===== config.mk =====
export PLATFORM = sky130hd
export DESIGN_NAME = eeprom_seq
export DESIGN_NICKNAME = d
export VERILOG_FILES = /design/src/rtl/eeprom_seq_pkg.sv /design/src/rtl/eeprom_seq_timer.sv /design/src/rtl/eeprom_seq_pins.sv /design/src/rtl/eeprom_seq_ctl.sv /design/src/rtl/eeprom_seq.sv
export SDC_FILE = /design/constraint.sdc
export NUM_CORES = 1
export LEC_CHECK = 0
export BUFFER_PORTS_ARGS = -buffer_cell sky130_fd_sc_hd__buf_2
export CORE_UTILIZATION = 50
export DETAILED_ROUTE_END_ITERATION = 8
export HOLD_SLACK_MARGIN = 0.06
export PLACE_DENSITY = 0.78
export SLEW_MARGIN = 0
export SYNTH_ARGS = -nofsm -noshare
export SYNTH_HDL_FRONTEND = slang
export SYNTH_SLANG_ARGS = --single-unit

===== constraint.sdc =====
create_clock -name clk -period 2.8 [get_ports clk]
set_clock_uncertainty 0.1 [all_clocks]
set_input_delay 0.28 -clock clk [delete_from_list [all_inputs] [get_ports clk]]
set_output_delay 0.28 -clock clk [all_outputs]
set_load 0.01 [all_outputs]

===== src/rtl/eeprom_seq_pkg.sv =====
package eeprom_seq_pkg;

    typedef enum logic [1:0] {
        OP_READ  = 2'b00,
        OP_WRITE = 2'b01,
        OP_CLEAR = 2'b10,
        OP_RSVD  = 2'b11
    } op_e;

    typedef enum logic [3:0] {
        PH_IDLE,
        PH_RD_ACC,
        PH_RD_FLT,
        PH_WR_SET,
        PH_WR_PUL,
        PH_WR_HLD,
        PH_PL_ACC,
        PH_PL_FLT,
        PH_CL_SET,
        PH_CL_PUL,
        PH_CL_HLD,
        PH_RESP
    } phase_e;

    typedef struct packed {
        logic ce_n;
        logic oe_n;
        logic we_n;
        logic dq_oe;
        logic hv_req;
    } strobe_t;

    localparam strobe_t STROBE_IDLE = '{ce_n: 1'b1, oe_n: 1'b1, we_n: 1'b1, dq_oe: 1'b0, hv_req: 1'b0};

    // Nanoseconds to whole cycles, rounded up, never below one.
    function automatic int unsigned ns_to_cyc(input int unsigned ns, input int unsigned clk_ns);
        int unsigned c;
        c = (ns + clk_ns - 1) / clk_ns;
        return (c == 0) ? 1 : c;
    endfunction

    function automatic int unsigned max2(input int unsigned a, input int unsigned b);
        return (a > b) ? a : b;
    endfunction

    function automatic strobe_t strobe_of(input phase_e ph);
        strobe_t s;
        s = STROBE_IDLE;
        case (ph)
            PH_RD_ACC, PH_PL_ACC: begin
                s.ce_n = 1'b0;
                s.oe_n = 1'b0;
            end
            PH_WR_SET, PH_WR_HLD: begin
                s.ce_n  = 1'b0;
                s.dq_oe = 1'b1;
            end
            PH_WR_PUL: begin
                s.ce_n  = 1'b0;
                s.we_n  = 1'b0;
                s.dq_oe = 1'b1;
            end
            PH_CL_SET, PH_CL_HLD: begin
                s.ce_n   = 1'b0;
                s.hv_req = 1'b1;
            end
            PH_CL_PUL: begin
                s.ce_n   = 1'b0;
                s.we_n   = 1'b0;
                s.hv_req = 1'b1;
            end
            default: s = STROBE_IDLE;
        endcase
        return s;
    endfunction

endpackage


===== src/rtl/eeprom_seq_timer.sv =====
module eeprom_seq_timer #(
    parameter int unsigned W = 8
) (
    input  logic         clk,
    input  logic         rst,
    input  logic         load,
    input  logic [W-1:0] val,
    output logic         zero
);
    logic [W-1:0] cnt_q;

    always_ff @(posedge clk) begin
        if (rst)               cnt_q <= '0;
        else if (load)         cnt_q <= val;
        else if (cnt_q != '0)  cnt_q <= cnt_q - 1'b1;
    end

    assign zero = (cnt_q == '0);

endmodule


===== src/rtl/eeprom_seq_pins.sv =====
module eeprom_seq_pins
    import eeprom_seq_pkg::*;
(
    input  logic   clk,
    input  logic   rst,
    input  phase_e ph_d,
    output logic   mem_ce_n,
    output logic   mem_oe_n,
    output logic   mem_we_n,
    output logic   mem_dq_oe,
    output logic   mem_hv_req
);
    // Strobes come from flops fed by the next phase, so pins never glitch
    // and still change on the same edge as the phase register.
    strobe_t st_q;

    always_ff @(posedge clk) begin
        if (rst) st_q <= STROBE_IDLE;
        else     st_q <= strobe_of(ph_d);
    end

    assign mem_ce_n   = st_q.ce_n;
    assign mem_oe_n   = st_q.oe_n;
    assign mem_we_n   = st_q.we_n;
    assign mem_dq_oe  = st_q.dq_oe;
    assign mem_hv_req = st_q.hv_req;


    dq_oe_only_oe_high_chk: assert property (@(posedge clk) disable iff (rst)
        mem_dq_oe |-> mem_oe_n);


    hv_with_ce_low_chk: assert property (@(posedge clk) disable iff (rst)
        mem_hv_req |-> (!mem_ce_n && mem_oe_n));


    we_fall_ctx_chk: assert property (@(posedge clk) disable iff (rst)
        $fell(mem_we_n) |-> (!mem_ce_n && mem_oe_n));


    we_rise_hold_chk: assert property (@(posedge clk) disable iff (rst)
        $rose(mem_we_n) |=> !mem_ce_n);

endmodule


===== src/rtl/eeprom_seq_ctl.sv =====
module eeprom_seq_ctl
    import eeprom_seq_pkg::*;
#(
    parameter int unsigned ADDR_W = 11,
    parameter int unsigned DATA_W = 8,
    parameter int unsigned CW     = 8,
    parameter int unsigned PW     = 8,
    parameter int unsigned N_RD   = 30,
    parameter int unsigned N_FLT  = 10,
    parameter int unsigned N_AS   = 2,
    parameter int unsigned N_WP   = 20,
    parameter int unsigned N_H    = 10,
    parameter int unsigned N_CS   = 200,
    parameter int unsigned N_CW   = 200,
    parameter int unsigned N_TO   = 200
) (
    input  logic              clk,
    input  logic              rst,
    input  logic              cmd_valid,
    output logic              cmd_ready,
    input  logic [1:0]        cmd_op,
    input  logic [ADDR_W-1:0] cmd_addr,
    input  logic [DATA_W-1:0] cmd_wdata,
    output logic              rsp_valid,
    output logic [DATA_W-1:0] rsp_rdata,
    output logic              rsp_err,
    output logic [ADDR_W-1:0] mem_addr,
    output logic [DATA_W-1:0] mem_dq_o,
    input  logic [DATA_W-1:0] mem_dq_i,
    output phase_e            ph_d,
    output logic              t_load,
    output logic [CW-1:0]     t_val,
    input  logic              t_zero,
    output logic              p_load,
    output logic [PW-1:0]     p_val,
    input  logic              p_zero
);
    localparam int unsigned MSB = DATA_W - 1;

    phase_e            ph_q;
    logic [ADDR_W-1:0] addr_q;
    logic [DATA_W-1:0] wdata_q;
    logic [DATA_W-1:0] rdata_q;
    logic              err_q;
    logic              match_q;
    logic              accept;
    logic              capture;

    assign accept  = (ph_q == PH_IDLE) && cmd_valid;
    assign capture = t_zero && ((ph_q == PH_RD_ACC) || (ph_q == PH_PL_ACC));

    always_comb begin
        ph_d   = ph_q;
        t_load = 1'b0;
        t_val  = '0;
        p_load = 1'b0;
        p_val  = PW'(N_TO - 1);
        case (ph_q)
            PH_IDLE: if (cmd_valid) begin
                t_load = 1'b1;
                case (op_e'(cmd_op))
                    OP_READ:  begin ph_d = PH_RD_ACC; t_val = CW'(N_RD - 1); end
                    OP_WRITE: begin ph_d = PH_WR_SET; t_val = CW'(N_AS - 1); end
                    OP_CLEAR: begin ph_d = PH_CL_SET; t_val = CW'(N_CS - 1); end
                    default:  begin ph_d = PH_RESP;   t_load = 1'b0;          end
                endcase
            end
            PH_RD_ACC: if (t_zero) begin ph_d = PH_RD_FLT; t_load = 1'b1; t_val = CW'(N_FLT - 1); end
            PH_RD_FLT: if (t_zero) ph_d = PH_RESP;
            PH_WR_SET: if (t_zero) begin ph_d = PH_WR_PUL; t_load = 1'b1; t_val = CW'(N_WP - 1); end
            PH_WR_PUL: if (t_zero) begin ph_d = PH_WR_HLD; t_load = 1'b1; t_val = CW'(N_H - 1); end
            PH_WR_HLD: if (t_zero) begin
                ph_d   = PH_PL_ACC;
                t_load = 1'b1;
                t_val  = CW'(N_RD - 1);
                p_load = 1'b1;
            end
            PH_PL_ACC: if (t_zero) begin ph_d = PH_PL_FLT; t_load = 1'b1; t_val = CW'(N_FLT - 1); end
            PH_PL_FLT: if (t_zero) begin
                if (match_q || p_zero) begin
                    ph_d = PH_RESP;
                end else begin
                    ph_d   = PH_PL_ACC;
                    t_load = 1'b1;
                    t_val  = CW'(N_RD - 1);
                end
            end
            PH_CL_SET: if (t_zero) begin ph_d = PH_CL_PUL; t_load = 1'b1; t_val = CW'(N_CW - 1); end
            PH_CL_PUL: if (t_zero) begin ph_d = PH_CL_HLD; t_load = 1'b1; t_val = CW'(N_CS - 1); end
            PH_CL_HLD: if (t_zero) ph_d = PH_RESP;
            PH_RESP:   ph_d = PH_IDLE;
            default:   ph_d = PH_IDLE;
        endcase
    end

    always_ff @(posedge clk) begin
        if (rst) begin
            ph_q    <= PH_IDLE;
            addr_q  <= '0;
            wdata_q <= '0;
            rdata_q <= '0;
            err_q   <= 1'b0;
            match_q <= 1'b0;
        end else begin
            ph_q <= ph_d;
            if (accept) begin
                addr_q  <= cmd_addr;
                wdata_q <= cmd_wdata;
                rdata_q <= '0;
                err_q   <= (op_e'(cmd_op) == OP_RSVD);
                match_q <= 1'b0;
            end
            if (capture) begin
                rdata_q <= mem_dq_i;
                match_q <= (mem_dq_i[MSB] == wdata_q[MSB]);
            end
            if (ph_q == PH_PL_FLT && t_zero && !match_q && p_zero)
                err_q <= 1'b1;
        end
    end

    assign cmd_ready = (ph_q == PH_IDLE);
    assign rsp_valid = (ph_q == PH_RESP);
    assign rsp_rdata = rdata_q;
    assign rsp_err   = err_q;
    assign mem_addr  = addr_q;
    assign mem_dq_o  = wdata_q;


    busy_after_accept_chk: assert property (@(posedge clk) disable iff (rst)
        (cmd_valid && cmd_ready) |=> !cmd_ready);


    rsp_single_pulse_chk: assert property (@(posedge clk) disable iff (rst)
        rsp_valid |=> !rsp_valid);


    addr_stable_in_pulse_chk: assert property (@(posedge clk) disable iff (rst)
        (ph_q == PH_WR_PUL) |=> $stable(mem_addr));


    poll_ok_bit_chk: assert property (@(posedge clk) disable iff (rst)
        (rsp_valid && !rsp_err && $past(ph_q) == PH_PL_FLT) |-> (rsp_rdata[MSB] == wdata_q[MSB]));

endmodule


===== src/rtl/eeprom_seq.sv =====
module eeprom_seq
    import eeprom_seq_pkg::*;
#(
    parameter int unsigned ADDR_W          = 11,
    parameter int unsigned DATA_W          = 8,
    parameter int unsigned CLK_PERIOD_NS   = 5,
    parameter int unsigned T_ADDR_ACC_NS   = 150,
    parameter int unsigned T_OE_ACC_NS     = 70,
    parameter int unsigned T_FLOAT_NS      = 50,
    parameter int unsigned T_ADDR_SU_NS    = 10,
    parameter int unsigned T_ADDR_HD_NS    = 50,
    parameter int unsigned T_DATA_SU_NS    = 50,
    parameter int unsigned T_DATA_HD_NS    = 10,
    parameter int unsigned T_WE_LOW_NS     = 100,
    parameter int unsigned T_WE_HIGH_NS    = 50,
    parameter int unsigned T_OE_SU_NS      = 10,
    parameter int unsigned T_OE_HD_NS      = 10,
    parameter int unsigned T_HV_EDGE_NS    = 1000,
    parameter int unsigned T_CLR_PULSE_NS  = 10_000_000,
    parameter int unsigned POLL_TIMEOUT_NS = 1_100_000
) (
    input  logic              clk,
    input  logic              rst,
    input  logic              cmd_valid,
    output logic              cmd_ready,
    input  logic [1:0]        cmd_op,
    input  logic [ADDR_W-1:0] cmd_addr,
    input  logic [DATA_W-1:0] cmd_wdata,
    output logic              rsp_valid,
    output logic [DATA_W-1:0] rsp_rdata,
    output logic              rsp_err,
    output logic [ADDR_W-1:0] mem_addr,
    output logic [DATA_W-1:0] mem_dq_o,
    output logic              mem_dq_oe,
    input  logic [DATA_W-1:0] mem_dq_i,
    output logic              mem_ce_n,
    output logic              mem_oe_n,
    output logic              mem_we_n,
    output logic              mem_hv_req
);
    localparam int unsigned N_RD  = max2(ns_to_cyc(T_ADDR_ACC_NS, CLK_PERIOD_NS),
                                         ns_to_cyc(T_OE_ACC_NS, CLK_PERIOD_NS));
    localparam int unsigned N_FLT = ns_to_cyc(T_FLOAT_NS, CLK_PERIOD_NS);
    localparam int unsigned N_AS  = max2(ns_to_cyc(T_ADDR_SU_NS, CLK_PERIOD_NS),
                                         ns_to_cyc(T_OE_SU_NS, CLK_PERIOD_NS));
    localparam int unsigned N_WP  = max2(ns_to_cyc(T_WE_LOW_NS, CLK_PERIOD_NS),
                                         ns_to_cyc(T_DATA_SU_NS, CLK_PERIOD_NS));
    localparam int unsigned N_H   = max2(max2(ns_to_cyc(T_ADDR_HD_NS, CLK_PERIOD_NS),
                                              ns_to_cyc(T_DATA_HD_NS, CLK_PERIOD_NS)),
                                         max2(ns_to_cyc(T_OE_HD_NS, CLK_PERIOD_NS),
                                              ns_to_cyc(T_WE_HIGH_NS, CLK_PERIOD_NS)));
    localparam int unsigned N_CS  = ns_to_cyc(T_HV_EDGE_NS, CLK_PERIOD_NS);
    localparam int unsigned N_CW  = ns_to_cyc(T_CLR_PULSE_NS, CLK_PERIOD_NS);
    localparam int unsigned N_TO  = ns_to_cyc(POLL_TIMEOUT_NS, CLK_PERIOD_NS);
    localparam int unsigned N_MAX = max2(max2(max2(N_RD, N_FLT), max2(N_AS, N_WP)),
                                         max2(N_H, max2(N_CS, N_CW)));
    localparam int unsigned CW    = $clog2(N_MAX + 1);
    localparam int unsigned PW    = $clog2(N_TO + 1);

    phase_e        ph_d;
    logic          t_load, t_zero, p_load, p_zero;
    logic [CW-1:0] t_val;
    logic [PW-1:0] p_val;

    eeprom_seq_timer #(.W(CW)) u_phase_tmr (
        .clk(clk), .rst(rst), .load(t_load), .val(t_val), .zero(t_zero)
    );

    eeprom_seq_timer #(.W(PW)) u_poll_tmr (
        .clk(clk), .rst(rst), .load(p_load), .val(p_val), .zero(p_zero)
    );

    eeprom_seq_ctl #(
        .ADDR_W(ADDR_W), .DATA_W(DATA_W), .CW(CW), .PW(PW),
        .N_RD(N_RD), .N_FLT(N_FLT), .N_AS(N_AS), .N_WP(N_WP), .N_H(N_H),
        .N_CS(N_CS), .N_CW(N_CW), .N_TO(N_TO)
    ) u_ctl (
        .clk(clk), .rst(rst),
        .cmd_valid(cmd_valid), .cmd_ready(cmd_ready), .cmd_op(cmd_op),
        .cmd_addr(cmd_addr), .cmd_wdata(cmd_wdata),
        .rsp_valid(rsp_valid), .rsp_rdata(rsp_rdata), .rsp_err(rsp_err),
        .mem_addr(mem_addr), .mem_dq_o(mem_dq_o), .mem_dq_i(mem_dq_i),
        .ph_d(ph_d),
        .t_load(t_load), .t_val(t_val), .t_zero(t_zero),
        .p_load(p_load), .p_val(p_val), .p_zero(p_zero)
    );

    eeprom_seq_pins u_pins (
        .clk(clk), .rst(rst), .ph_d(ph_d),
        .mem_ce_n(mem_ce_n), .mem_oe_n(mem_oe_n), .mem_we_n(mem_we_n),
        .mem_dq_oe(mem_dq_oe), .mem_hv_req(mem_hv_req)
    );


    idle_strobes_chk: assert property (@(posedge clk) disable iff (rst)
        (cmd_ready && !$past(rsp_valid)) |-> (mem_ce_n && mem_we_n && !mem_hv_req));

endmodule


==> impl_metrics.tcl <==
set metrics [dict create \
    gr-usage-met2_pct 44.3 \
    synth_top_area_share_pct 40.4 \
    yosysWarnings 0 \
    insertion_delay_ps 360 \
    coreArea_mm2 0.00733 \
    power_frac_clock_pct 14.8 \
    clk_pin_slew_ps 90 \
    use_met1_pct 31.5 \
    top_usage_layer "met2" \
    wl_per_cell_um 14.9 \
    ir_drop_v 0.000504 \
    power_mw 5.47 \
    critPathKind "flop to flop" \
    seq_area_frac_synth_pct 40.4 \
    antenna_found_initial 0 \
    final_cell_mix "dfxtp_1, nand2_1, a21oi_1, buf_2, nor3_1" \
    drt_iter0_markers 294 \
    synth_flop_cell "dfxtp_1" \
    tightest_slew_ps 632 \
    critPathLaunchType "flop" \
    finalCoreUtilization_pct 64.9 \
    clock_sinks 77 \
    fp-row-count 31 \
    wirelength_mm 10.0 \
    reg2regPathDepth 9 \
    worst-endpoint-arrival_ps 2830 \
    netSwitchingPower_mw 2.46 \
    final_max_slew_viol_count 0 \
    r2r-start "u_phase_tmr.cnt_q[0]" \
    dieArea_mm2 0.00799 \
    grt_max_degree 37 \
    hpwlAfterDp_mm 6.44 \
    period_share_pct 96.5 \
    met3_usage_pct 6.74 \
    crit_path_end_kind "flop" \
    cp_max_fo 5 \
    drtPass1Iterations 5 \
    synthArstFlopShare_pct 0 \
    rrSetupSlack_ps 100 \
    globalRouteTotalUtil_pct 25.9 \
    synth_cell_types 59 \
    synthCells 477 \
    finalSetupViolCount 0 \
    slew_headroom_pct 57.6 \
    pwr-share-seq_pct 30.7 \
    swShare_pct 44.9 \
    max_freq_mhz 370 \
    combPwrFrac_pct 54.5 \
    area_growth_pct 24.5 \
    mostFrequentLayoutCell "dfxtp_1" \
    stdcell_area_mm2 0.00476 \
    synth_seq_cells 77 \
    grt_pass1_vias 3496 \
    hp-start "mem_dq_i[4]" \
    internal-power_mw 3.01 \
    ant_nets 0 \
    p_leak_nw 1.93 \
    fin_nets 605 \
    syn_avg_cell_area_um2 8.01 \
    fp.dieW_um 89.4 \
    via_per_inst 5.76 \
    cts_made_buffers 9 \
    cp.required_ps 2920 \
    diodes 0 \
    r2r_end "u_pins.mem_we_n" \
    outcome "complete, no violations" \
    start_util_pct 52.1 \
    hold_path.class "primary input to flop" \
    portBuffers 66 \
    fp.dieH_um 89.4 \
    place_area_mm2 0.00428 \
    synth_top_area_cell "dfxtp_1" \
    drive_above_1_share_pct 21.0 \
    crit_end "u_pins.mem_we_n" \
    grt_pass1_wl_mm 15.9 \
    cts_max_path_buffers 2 \
    drc 0 \
    cts_tree "done" \
    synth-edff-count 0 \
    timing.hold.ws_ps 86.4 \
    grt_remaining_overflow 0 \
    synthesis.nets 511 \
    synth.area.top_cells "dfxtp_1, a21oi_1, nand2_1" \
    netlist_area_mm2 0.00382 \
    routabilityCongestion 0.907 \
    fin_crit_ps 2700 \
    powerDensity_mw_per_mm2 1150 \
    cts-root-buf "clkbuf_8" \
    pin_count 67 \
    startpoint "u_phase_tmr.cnt_q[0]" \
    h-tree-depth 3 \
    vias 3889 \
    finalHoldViolations 0 \
    max_cap_violations 0 \
]
## Yosys cell counts (all sizes together), types with 2 or more instances
master	instances
and3	2
xor2	9
a31oi	8
ha	2
o21bai	2
inv	11
nor3b	2
nand4b	2
o41ai	2
nor2	22
xnor2	22
a211o	2
or2	2
o211ai	3
o2111ai	4
nor4	9
o22ai	2
nand4	4
buf	7
nor4b	2
nor3	31
and2	6
o31ai	3
o21ai	19
a31o	3
or3	10
a211oi	2
or4	8
clkbuf	21
dfxtp	77
a21oi	66
nand2	70
nand3	27
nand2b	2
## stage by stage
stage	std cells	worst slack [ps]	setup TNS, ps
finish	675	97.4	0
global route	675	-120	-313
CTS	674	89.6	0
detailed placement	632	92.4	0
global placement	632	214	0
floorplan	477	212	0
## state kept, by name (all words and copies together) (netlist names)
signal	flops
u_ctl.mem_dq_o	8
u_pins.mem_ce_n	1
u_pins.mem_oe_n	1
u_poll_tmr.cnt_q	18
u_phase_tmr.cnt_q	21
u_ctl.ph_q	4
u_ctl.rsp_err	1
u_pins.mem_hv_req	1
u_ctl.rsp_rdata	8
u_pins.mem_we_n	1
u_pins.mem_dq_oe	1
u_ctl.match_q	1
u_ctl.mem_addr	11
## critical path: stages (launching register included)
cell and delay [ps]:
dfxtp_1 330, inv_1 90, ha_1 170, or4b_1 510
nor3_1 220, buf_4 160, a21oi_1 80, a211oi_1 530
and2_4 260, o2111ai_1 130
## power by group through the flow
stage | logic, mW | registers (mW) | clock network, mW
global route | 3.28 | 1.72 | 0.876
detailed placement | 2.84 | 1.69 | 0
floorplan | 2.21 | 1.66 | 0
finish | 2.98 | 1.68 | 0.809
CTS | 2.89 | 1.67 | 0.828
global placement | 2.77 | 1.67 | 0
## area by class of cell
cell class,count,area (um^2)
flip-flops and latches,77,1540
repair buffers,111,733
clock buffers,9,124
multi-input cells,361,2130
clock inverters,7,63.8
well taps,99,124
inverters,11,41.3
fillers,618,2570
## layer usage
metal	vias up	wire length (um)
li1	1904	-
met1	1822	4260
met2	138	4990
met3	25	573
met4	0	210
met5	-	0
## worst min-delay path by stage
stage	slack, ps	to	cells after the start
CTS	60	u_ctl.rsp_rdata[4]	3
finish	90	u_ctl.rsp_rdata[4]	3
floorplan	320	u_ctl.mem_addr[0]	2
global placement	340	u_ctl.mem_addr[10]	2
global route	80	u_ctl.rsp_rdata[4]	3
detailed placement	340	u_ctl.mem_dq_o[4]	2
## what timing repair did
item	in CTS	in global routing
endpoints found under the hold margin	26	0
endpoints found under the setup margin	0	6
hold buffers	26	0
setup buffers	0	1
gates resized for setup	0	3
## kinds of logic (layout without fill, tap and decap cells)
logic type / after synthesis / count (layout) / share of synthesized area [%]
buffers and inverters: 39 / 138 / 4.36
adder cells (fa/ha/maj): 2 / 2 / 0.655
flip-flops: 77 / 77 / 40.4
AO/OA/AOI/OAI: 124 / 124 / 19.7
AND/OR/NAND/NOR: 204 / 204 / 27.9
XOR/XNOR: 31 / 31 / 7.11
Note: power is estimated with default switching activity, not from simulation.
